==> config.mk <==
export PLATFORM = sky130hd
export DESIGN_NAME = lru_age_unit
export DESIGN_NICKNAME = d
export VERILOG_FILES = /design/src/rtl/lru_pkg.sv /design/src/rtl/lru_victim_pick.sv /design/src/rtl/lru_age_next.sv /design/src/rtl/lru_age_unit.sv
export SDC_FILE = /design/constraint.sdc
export NUM_CORES = 1
export LEC_CHECK = 0
export BUFFER_PORTS_ARGS = -buffer_cell sky130_fd_sc_hd__buf_2
export CAP_MARGIN = 25
export CORE_MARGIN = 1.5
export CORE_UTILIZATION = 30
export DETAILED_ROUTE_END_ITERATION = 8
export GPL_ROUTABILITY_DRIVEN = 1
export GPL_TIMING_DRIVEN = 0
export SYNTH_ARGS = -nofsm -noshare
export SYNTH_HDL_FRONTEND = slang
export SYNTH_SLANG_ARGS = --single-unit
==> constraint.sdc <==
create_clock -name clk_i -period 15.3 [get_ports clk_i]
set_input_delay 2.295 -clock clk_i [delete_from_list [all_inputs] [get_ports clk_i]]
set_output_delay 2.295 -clock clk_i [all_outputs]
set_load 0.1 [all_outputs]
==> src/rtl/lru_pkg.sv <==
package lru_pkg;

    // Kind of counter update applied to the addressed set
    typedef enum logic [1:0] {
        ACC_IDLE  = 2'd0,
        ACC_HIT   = 2'd1,
        ACC_FILL  = 2'd2,
        ACC_EVICT = 2'd3
    } acc_kind_e;

endpackage

==> src/rtl/lru_victim_pick.sv <==
module lru_victim_pick #(
    parameter int WAY_BITS = 2,
    localparam int WAYS = 1 << WAY_BITS,
    localparam int ROW_W = WAYS * WAY_BITS
) (
    input  logic [ROW_W-1:0]    ages_i,
    input  logic [WAYS-1:0]     valid_i,
    output logic                has_empty_o,
    output logic [WAY_BITS-1:0] victim_o
);

    logic [WAY_BITS-1:0] empty_way;
    logic [WAY_BITS-1:0] oldest_way;
    logic [WAY_BITS-1:0] oldest_age;

    // Lowest-numbered invalid way: scan downward so the last hit wins
    always_comb begin
        has_empty_o = 1'b0;
        empty_way   = '0;
        for (int w = WAYS - 1; w >= 0; w--) begin
            if (!valid_i[w]) begin
                has_empty_o = 1'b1;
                empty_way   = WAY_BITS'(w);
            end
        end
    end

    // Way holding the highest age; ties resolve to the lower index
    always_comb begin
        oldest_way = '0;
        oldest_age = ages_i[WAY_BITS-1:0];
        for (int w = 1; w < WAYS; w++) begin
            if (ages_i[w*WAY_BITS +: WAY_BITS] > oldest_age) begin
                oldest_age = ages_i[w*WAY_BITS +: WAY_BITS];
                oldest_way = WAY_BITS'(w);
            end
        end
    end

    assign victim_o = has_empty_o ? empty_way : oldest_way;

endmodule

==> src/rtl/lru_age_next.sv <==
module lru_age_next
    import lru_pkg::*;
#(
    parameter int WAY_BITS = 2,
    localparam int WAYS = 1 << WAY_BITS,
    localparam int ROW_W = WAYS * WAY_BITS
) (
    input  logic [ROW_W-1:0]    ages_i,
    input  logic [WAYS-1:0]     valid_i,
    input  acc_kind_e           kind_i,
    input  logic [WAY_BITS-1:0] tgt_i,
    output logic [ROW_W-1:0]    ages_o
);

    localparam logic [WAY_BITS-1:0] AGE_MAX = '1;

    logic [WAY_BITS-1:0] ref_age;

    assign ref_age = ages_i[tgt_i*WAY_BITS +: WAY_BITS];

    for (genvar g = 0; g < WAYS; g++) begin : g_way
        logic [WAY_BITS-1:0] cur_age;
        logic [WAY_BITS-1:0] nxt_age;
        logic                younger;
        logic                bump;

        assign cur_age = ages_i[g*WAY_BITS +: WAY_BITS];
        // On a hit only ways younger than the referenced one age;
        // on a fill or eviction every other occupied way ages.
        assign younger = (kind_i != ACC_HIT) || (cur_age < ref_age);
        assign bump    = valid_i[g] && younger && (cur_age != AGE_MAX);

        always_comb begin
            if (kind_i == ACC_IDLE) begin
                nxt_age = cur_age;
            end else if (tgt_i == WAY_BITS'(g)) begin
                nxt_age = '0;
            end else if (bump) begin
                nxt_age = cur_age + 1'b1;
            end else begin
                nxt_age = cur_age;
            end
        end

        assign ages_o[g*WAY_BITS +: WAY_BITS] = nxt_age;
    end

endmodule

==> src/rtl/lru_age_unit.sv <==
module lru_age_unit
    import lru_pkg::*;
#(
    parameter int WAY_BITS = 2,
    parameter int SET_BITS = 3,
    localparam int WAYS = 1 << WAY_BITS,
    localparam int NUM_SETS = 1 << SET_BITS,
    localparam int ROW_W = WAYS * WAY_BITS
) (
    input  logic                clk_i,
    input  logic                rst_ni,
    input  logic                flush_i,
    input  logic                acc_en_i,
    input  logic [SET_BITS-1:0] acc_set_i,
    input  logic                acc_hit_i,
    input  logic [WAY_BITS-1:0] acc_way_i,
    input  logic [WAYS-1:0]     acc_valid_i,
    output logic [WAY_BITS-1:0] victim_o,
    input  logic [SET_BITS-1:0] rd_set_i,
    output logic [ROW_W-1:0]    rd_ages_o
);

    typedef struct packed {
        logic [NUM_SETS-1:0][ROW_W-1:0] ages;
    } lru_state_t;

    lru_state_t st_d, st_q;

    logic [NUM_SETS-1:0][ROW_W-1:0] ages_q;
    logic [ROW_W-1:0]    cur_row;
    logic [ROW_W-1:0]    new_row;
    logic                has_empty;
    logic [WAY_BITS-1:0] pick_way;
    logic [WAY_BITS-1:0] tgt_way;
    acc_kind_e           kind;

    assign ages_q  = st_q.ages;
    assign cur_row = st_q.ages[acc_set_i];

    lru_victim_pick #(.WAY_BITS(WAY_BITS)) u_pick (
        .ages_i      (cur_row),
        .valid_i     (acc_valid_i),
        .has_empty_o (has_empty),
        .victim_o    (pick_way)
    );

    always_comb begin
        if (!acc_en_i) begin
            kind = ACC_IDLE;
        end else if (acc_hit_i) begin
            kind = ACC_HIT;
        end else if (has_empty) begin
            kind = ACC_FILL;
        end else begin
            kind = ACC_EVICT;
        end
    end

    assign tgt_way = acc_hit_i ? acc_way_i : pick_way;

    lru_age_next #(.WAY_BITS(WAY_BITS)) u_next (
        .ages_i  (cur_row),
        .valid_i (acc_valid_i),
        .kind_i  (kind),
        .tgt_i   (tgt_way),
        .ages_o  (new_row)
    );

    always_comb begin
        st_d = st_q;
        if (flush_i) begin
            st_d.ages = '0;
        end else if (acc_en_i) begin
            st_d.ages[acc_set_i] = new_row;
        end
    end

    always_ff @(posedge clk_i or negedge rst_ni) begin
        if (!rst_ni) begin
            st_q <= '0;
        end else begin
            st_q <= st_d;
        end
    end

    assign victim_o  = pick_way;
    assign rd_ages_o = st_q.ages[rd_set_i];

endmodule

* Yosys cells after proc, flatten, opt, wreduce, memory -nomap -nowiden
Index checks and enable logic that the tools add are counted. W data, S select, Z words.
Storage, ports and cells: register bits 64, input port bits 17
Cells by class: add/subtract/negate cells 4, order comparisons 10, equal/unequal tests 8, shifts and indexed selects 1, muxes and demuxes 39, reductions and logical operators 16
Operators by type and width (count):
- $mux W64 | 2
- $bwmux W64 | 1
- $bmux W8 S3 | 2
- $mux W2 | 24
- $demux W8 S3 | 1
- $mux W8 | 3
- $logic_and A1 B1 Y1 | 9
- $add A2 B1 Y2 const B | 4
- $lt A2 B2 Y1 | 4
- $lt A3 B4 Y1 const B | 2
- $ne A2 B2 Y1 const B | 4
- $shiftx A8 B4 Y2 | 1
- $gt A2 B2 Y1 | 3
- $mux W1 | 6
- $eq A2 B2 Y1 const B | 2
- $logic_not A2 Y1 | 2
- $logic_or A1 B1 Y1 | 4
- $ge A3 B1 Y1 const B | 1
- $eq A2 B1 Y1 const B | 1
- $ne A2 B1 Y1 const B | 1
- $reduce_bool A2 Y1 | 1

* Logic depth before layout (Yosys ltp)
word-level depth 21, gate-level depth with buffers 26

* By module
A second synthesis with hierarchy kept.
Second synthesis, totals: cell total of the unflattened synthesis 445, area, all modules 4599.4 um2
By module, submodules not included:
- lru_age_unit | times used 1, cells an instance 335, area each 3791.1 um2
- lru_age_next | times used 1, cells an instance 72, area each 528.0 um2
- lru_victim_pick | times used 1, cells an instance 38, area each 280.3 um2

* Worst setup path before layout
No wires, ideal clock.
path kind in2out, start input acc_set_i[2], end output victim_o[1], data arrival time 6.878 ns, required time 13.005 ns, slack 6.127 ns, cell stages on the path 20, path buffers 3, cell sequence buf_6 buf_2 buf_2 a31oi_1 o22ai_1 inv_1 ha_1 o21ba_2 nor2_1 nor2_1 a21oi_1 ha_1 nand2b_1 nand2_1 nand2_1 o21ai_0 ha_1 nand2_1 o21ai_0 a31oi_1
Between the ends: longest elaborated chain between the ends 9, elaborated cells between the ends (all ways) 10, those cells by class order compare (3); mux (7)
Ends and longest elaborated chain:
- start: declaration | line lru_age_unit.sv:14 | input logic [SET_BITS-1:0] acc_set_i,
- $bmux W8 S3 * | line lru_age_unit.sv:38 | assign cur_row = st_q.ages[acc_set_i];
- $mux W8 (not written as such) * | line lru_age_unit.sv:38
- $gt A2 B2 Y1 | line lru_victim_pick.sv:33 | if (ages_i[w*WAY_BITS +: WAY_BITS] > oldest_age) begin
- $mux W2 | line lru_victim_pick.sv:33
- $gt A2 B2 Y1 | line lru_victim_pick.sv:33
- $mux W2 | line lru_victim_pick.sv:33
- $gt A2 B2 Y1 | line lru_victim_pick.sv:33
- $mux W2 * | line lru_victim_pick.sv:33
- $mux W2 * | line lru_victim_pick.sv:40 | assign victim_o = has_empty_o ? empty_way : oldest_way;
- end: declaration | line lru_age_unit.sv:18 | output logic [WAY_BITS-1:0] victim_o,
Every way passes the cells marked *; elsewhere a longest branch is shown, timed or not. The select of a mux whose other input is x is not followed.

* Worst setup path in the final report
start input acc_set_i[2], end output victim_o[0]
The elaborated chain is that of the path after synthesis.

==> impl_metrics.py <==
metrics = {
    "grt": {
        "first_global_vias": 4330,
        "grt_max_degree": 42,
        "grt_use_total": 0.1864,
        "antenna_found_initial": 0,
        "grt-ovfl-total": 0,
        "grt_pass1_wl_mm": 23.26,
    },
    "clocking": {
        "cts_tree": "done",
        "numCtsBuffers": 9,
        "cts-resized-gates": 0,
        "ctsLongestPathBuffers": 2,
        "path_clk_slew_ns": 0.05,
        "clk_latency_ns": 0.34,
        "cts_root_buf": "clkbuf_16",
        "cts_sinks": 64,
        "htree_levels": 3,
        "post_cts_buffers": 0,
        "hold_buffers": 0,
    },
    "min_path": {
        "min_path_cells": 2,
        "min_delay_worst_endpoint": "ages_q[50]",
        "worst_hold_path_type": "reg2reg",
        "worst_hold_startpoint": "ages_q[50]",
    },
    "place": {
        "dp_hpwl_mm": 10.66,
        "place.gp.congestion": 0.8455,
        "portBuffers": 21,
    },
    "logic_synthesis": {
        "syn_avg_cell_area_um2": 10.06,
        "ys_ff_latch": 64,
        "synth_edf_count": 0,
        "ys_seq_area_frac": 0.3410,
        "synth_xor_area_frac": 0,
        "synth-compound-area-share": 0.2555,
        "netlist_instances": 467,
        "yosys_warnings": 0,
        "synth_area_leaders": "dfrtp_1 34%, mux4_2 9.6%, nand2_1 6.2%",
        "async_flop_share": 1.000,
        "synth_top_area_share": 0.3410,
        "synth_area_mm2": 0.004697,
        "synth_top_area_cell": "dfrtp_1",
        "synthSimpleGateAreaFrac": 0.1636,
        "synth_fa_ha_area_frac": 0.03197,
        "synthFlopType": "dfrtp_1",
        "synth_mux_area_frac": 0.1689,
        "synthesis.nets": 496,
        "synth_top_family_by_area": "compound AO/OA/AOI/OAI gates",
        "synthDistinctLibCells": 75,
    },
    "layout": {
        "nFillCells": 1552,
        "largest_register_ffs": 64,
        "antenna_cells": 0,
        "multi_input_area_mm2": 0.002912,
        "nets": 534,
        "ff_latch_area_mm2": 0.001602,
        "area_growth_syn_to_layout_pct": 15.16,
        "layout-drive-gt1-share": 0.2157,
    },
    "drt": {
        "viasPerCell": 5.908,
        "vias": 4260,
        "postRouteAntennaNets": 0,
        "routedWlPerCell_um": 20.47,
        "wl_mm": 14.76,
        "dr.pass1.iters": 5,
        "drc": 0,
        "first_iter_violations": 565,
    },
    "timing": {
        "worstMarginPinSlew_ns": 1.143,
        "skew_ns": 0.008467,
        "hold_viol": 0,
        "setup_violations": 0,
        "max_slew_margin": 0.2348,
        "post-route-period-util": 0.5943,
        "finalMaxSlewViolations": 0,
        "finalCriticalPeriod_ns": 9.094,
        "fmax_mhz": 110.0,
        "finalSetupTns_ns": 0,
        "rsz0062_at_grt": "false",
    },
    "critical_path": {
        "worst_r2r_path_depth": 23,
        "end_kind": "primary output",
        "cp_max_fo": 10,
        "rrSetupSlack_ns": 9.20,
        "rr_endpoint": "ages_q[0]",
        "cp_common_cell": "buf_2",
        "worstReg2RegStart": "ages_q[25]",
        "critPathRequiredTime_ns": 13.01,
        "path_cells": "buf_2 > buf_6 > buf_2 > buf_2 > a31oi_1 > o22ai_1 > inv_1 > ha_1 > o21ba_2 > nor2_1 > nor2_1 > a21oi_1 > ha_1 > nand2b_1 > nand2_1 > nand2_1 > o21ai_0 > ha_1 > nand2_1 > o21a_1 > o31ai_1 > a21oi_1 > buf_2",
        "cpMaxStageDelayCell": "o22ai_1",
        "cpPeakStageDelay_ns": 0.45,
        "path_class": "in2out",
        "worstPathArrival_ns": 6.80,
        "worstSetupStartpointType": "input pin",
    },
    "floorplanning": {
        "initial_core_util": 0.3078,
        "fp.dieW_um": 128.1,
        "coreArea_mm2": 0.01526,
        "std_cell_rows": 45,
        "die_area_mm2": 0.01642,
        "io_pins": 27,
        "die_h_um": 128.1,
    },
    "pwr": {
        "powerDensity_mw_per_mm2": 87.21,
        "vdd_drop_max_mv": 0.07069,
        "p_total_uw": 471.7,
        "leakage_nw": 2.274,
    },
    "status": {
        "outcome": "completed",
    },
    "run": {
        "maxCapViolCount": 0,
    },
}
==> layer usage <==
| metal | GRT usage | wire [um] |
|---|---|---|
| met1 | 0.2396 | 6213 |
| met2 | 0.3061 | 7143 |
| met3 | 0.03923 | 1036 |
| met4 | 0.07535 | 364 |
| met5 | 0 | 0 |
==> layout make-up <==
class | count | area share
sequential | 64 | 0.2961
tap | 211 | 0.04881
timing repair buffer | 27 | 0.03077
multi-input combinational | 367 | 0.5383
buffer | 22 | 0.02429
inverter | 14 | 0.009715
clock inverter | 4 | 0.008328
clock buffer | 12 | 0.04372
==> synthesized netlist by cell type, drive strengths merged, types with 10 or more instances <==
cell,number
nand2,80
dfrtp,64
o21ai,32
mux4,22
nor2,19
o31ai,19
a32o,16
buf,16
mux2,16
a21oi,15
inv,14
ha,12
a31oi,10
==> placed cells by master, fill, tap and decap left out, types with 6 or more instances in the layout <==
| master | Yosys | layout |
|---|---|---|
| dfrtp_1 | 64 | 64 |
| a32o_1 | 16 | 16 |
| mux2i_1 | 8 | 8 |
| o31ai_1 | 18 | 18 |
| mux4_2 | 20 | 20 |
| nor2b_1 | 9 | 9 |
| o21ai_0 | 30 | 30 |
| nor3_1 | 8 | 8 |
| ha_1 | 12 | 12 |
| a221oi_1 | 7 | 7 |
| nor2_1 | 19 | 19 |
| nand2_1 | 78 | 78 |
| mux2_2 | 12 | 12 |
| a31oi_1 | 9 | 9 |
| a21oi_1 | 14 | 14 |
| inv_1 | 14 | 14 |
| or3_1 | 6 | 6 |
| nand3_1 | 8 | 8 |
| buf_4 | 4 | 8 |
| clkbuf_1 | 6 | 9 |
| a22o_1 | 8 | 8 |
| clkbuf_16 | 0 | 9 |
| buf_2 | 3 | 24 |
==> cells by family after synthesis <==
family | count (synthesis)
mux | 47
simple gates | 160
fa+ha+maj | 12
compound gates | 148
buf+inv | 36
flops | 64
==> worst max-delay path by stage <==
stage	startpoint	end	slack, ns	depth (start not counted)
after floorplan	acc_set_i[2]	victim_o[1]	6.13	20
after global routing	acc_set_i[2]	victim_o[0]	5.81	23
final	acc_set_i[2]	victim_o[0]	6.21	23
after CTS	acc_set_i[2]	victim_o[0]	6.24	23
after global placement	acc_set_i[2]	victim_o[0]	6.33	23
after detailed placement	acc_set_i[2]	victim_o[0]	6.26	23
==> critical path, delay by kind of cell <==
kind / cells / cell delay, ns
AOI/OAI and AO/OA: 8 / 1.57
buffers and inverters: 6 / 1.41
adders and majority gates: 3 / 0.91
and+or+nand+nor: 6 / 0.61
==> per-stage QoR <==
step                instances  instance area [um^2]  utilization  setup WS [ns]  hold slack (ns)
floorplan                 467                  4697            -          6.127           0.4585
global placement          699                  5066       0.3320          6.328           0.4855
detailed placement        702                  5101       0.3343          6.261           0.4901
CTS                       718                  5383       0.3528          6.241           0.5008
finish                    721                  5409       0.3545          6.207           0.4964
global route              721                  5409       0.3545          5.809           0.5272
==> where the power goes <==
part	internal, mW	leakage (nW)	switching, mW
Sequential	0.172	0.891	0.00193
Combinational	0.0319	1.24	0.0672
Clock	0.125	0.140	0.0737
Power figures use the tool's default switching activity.
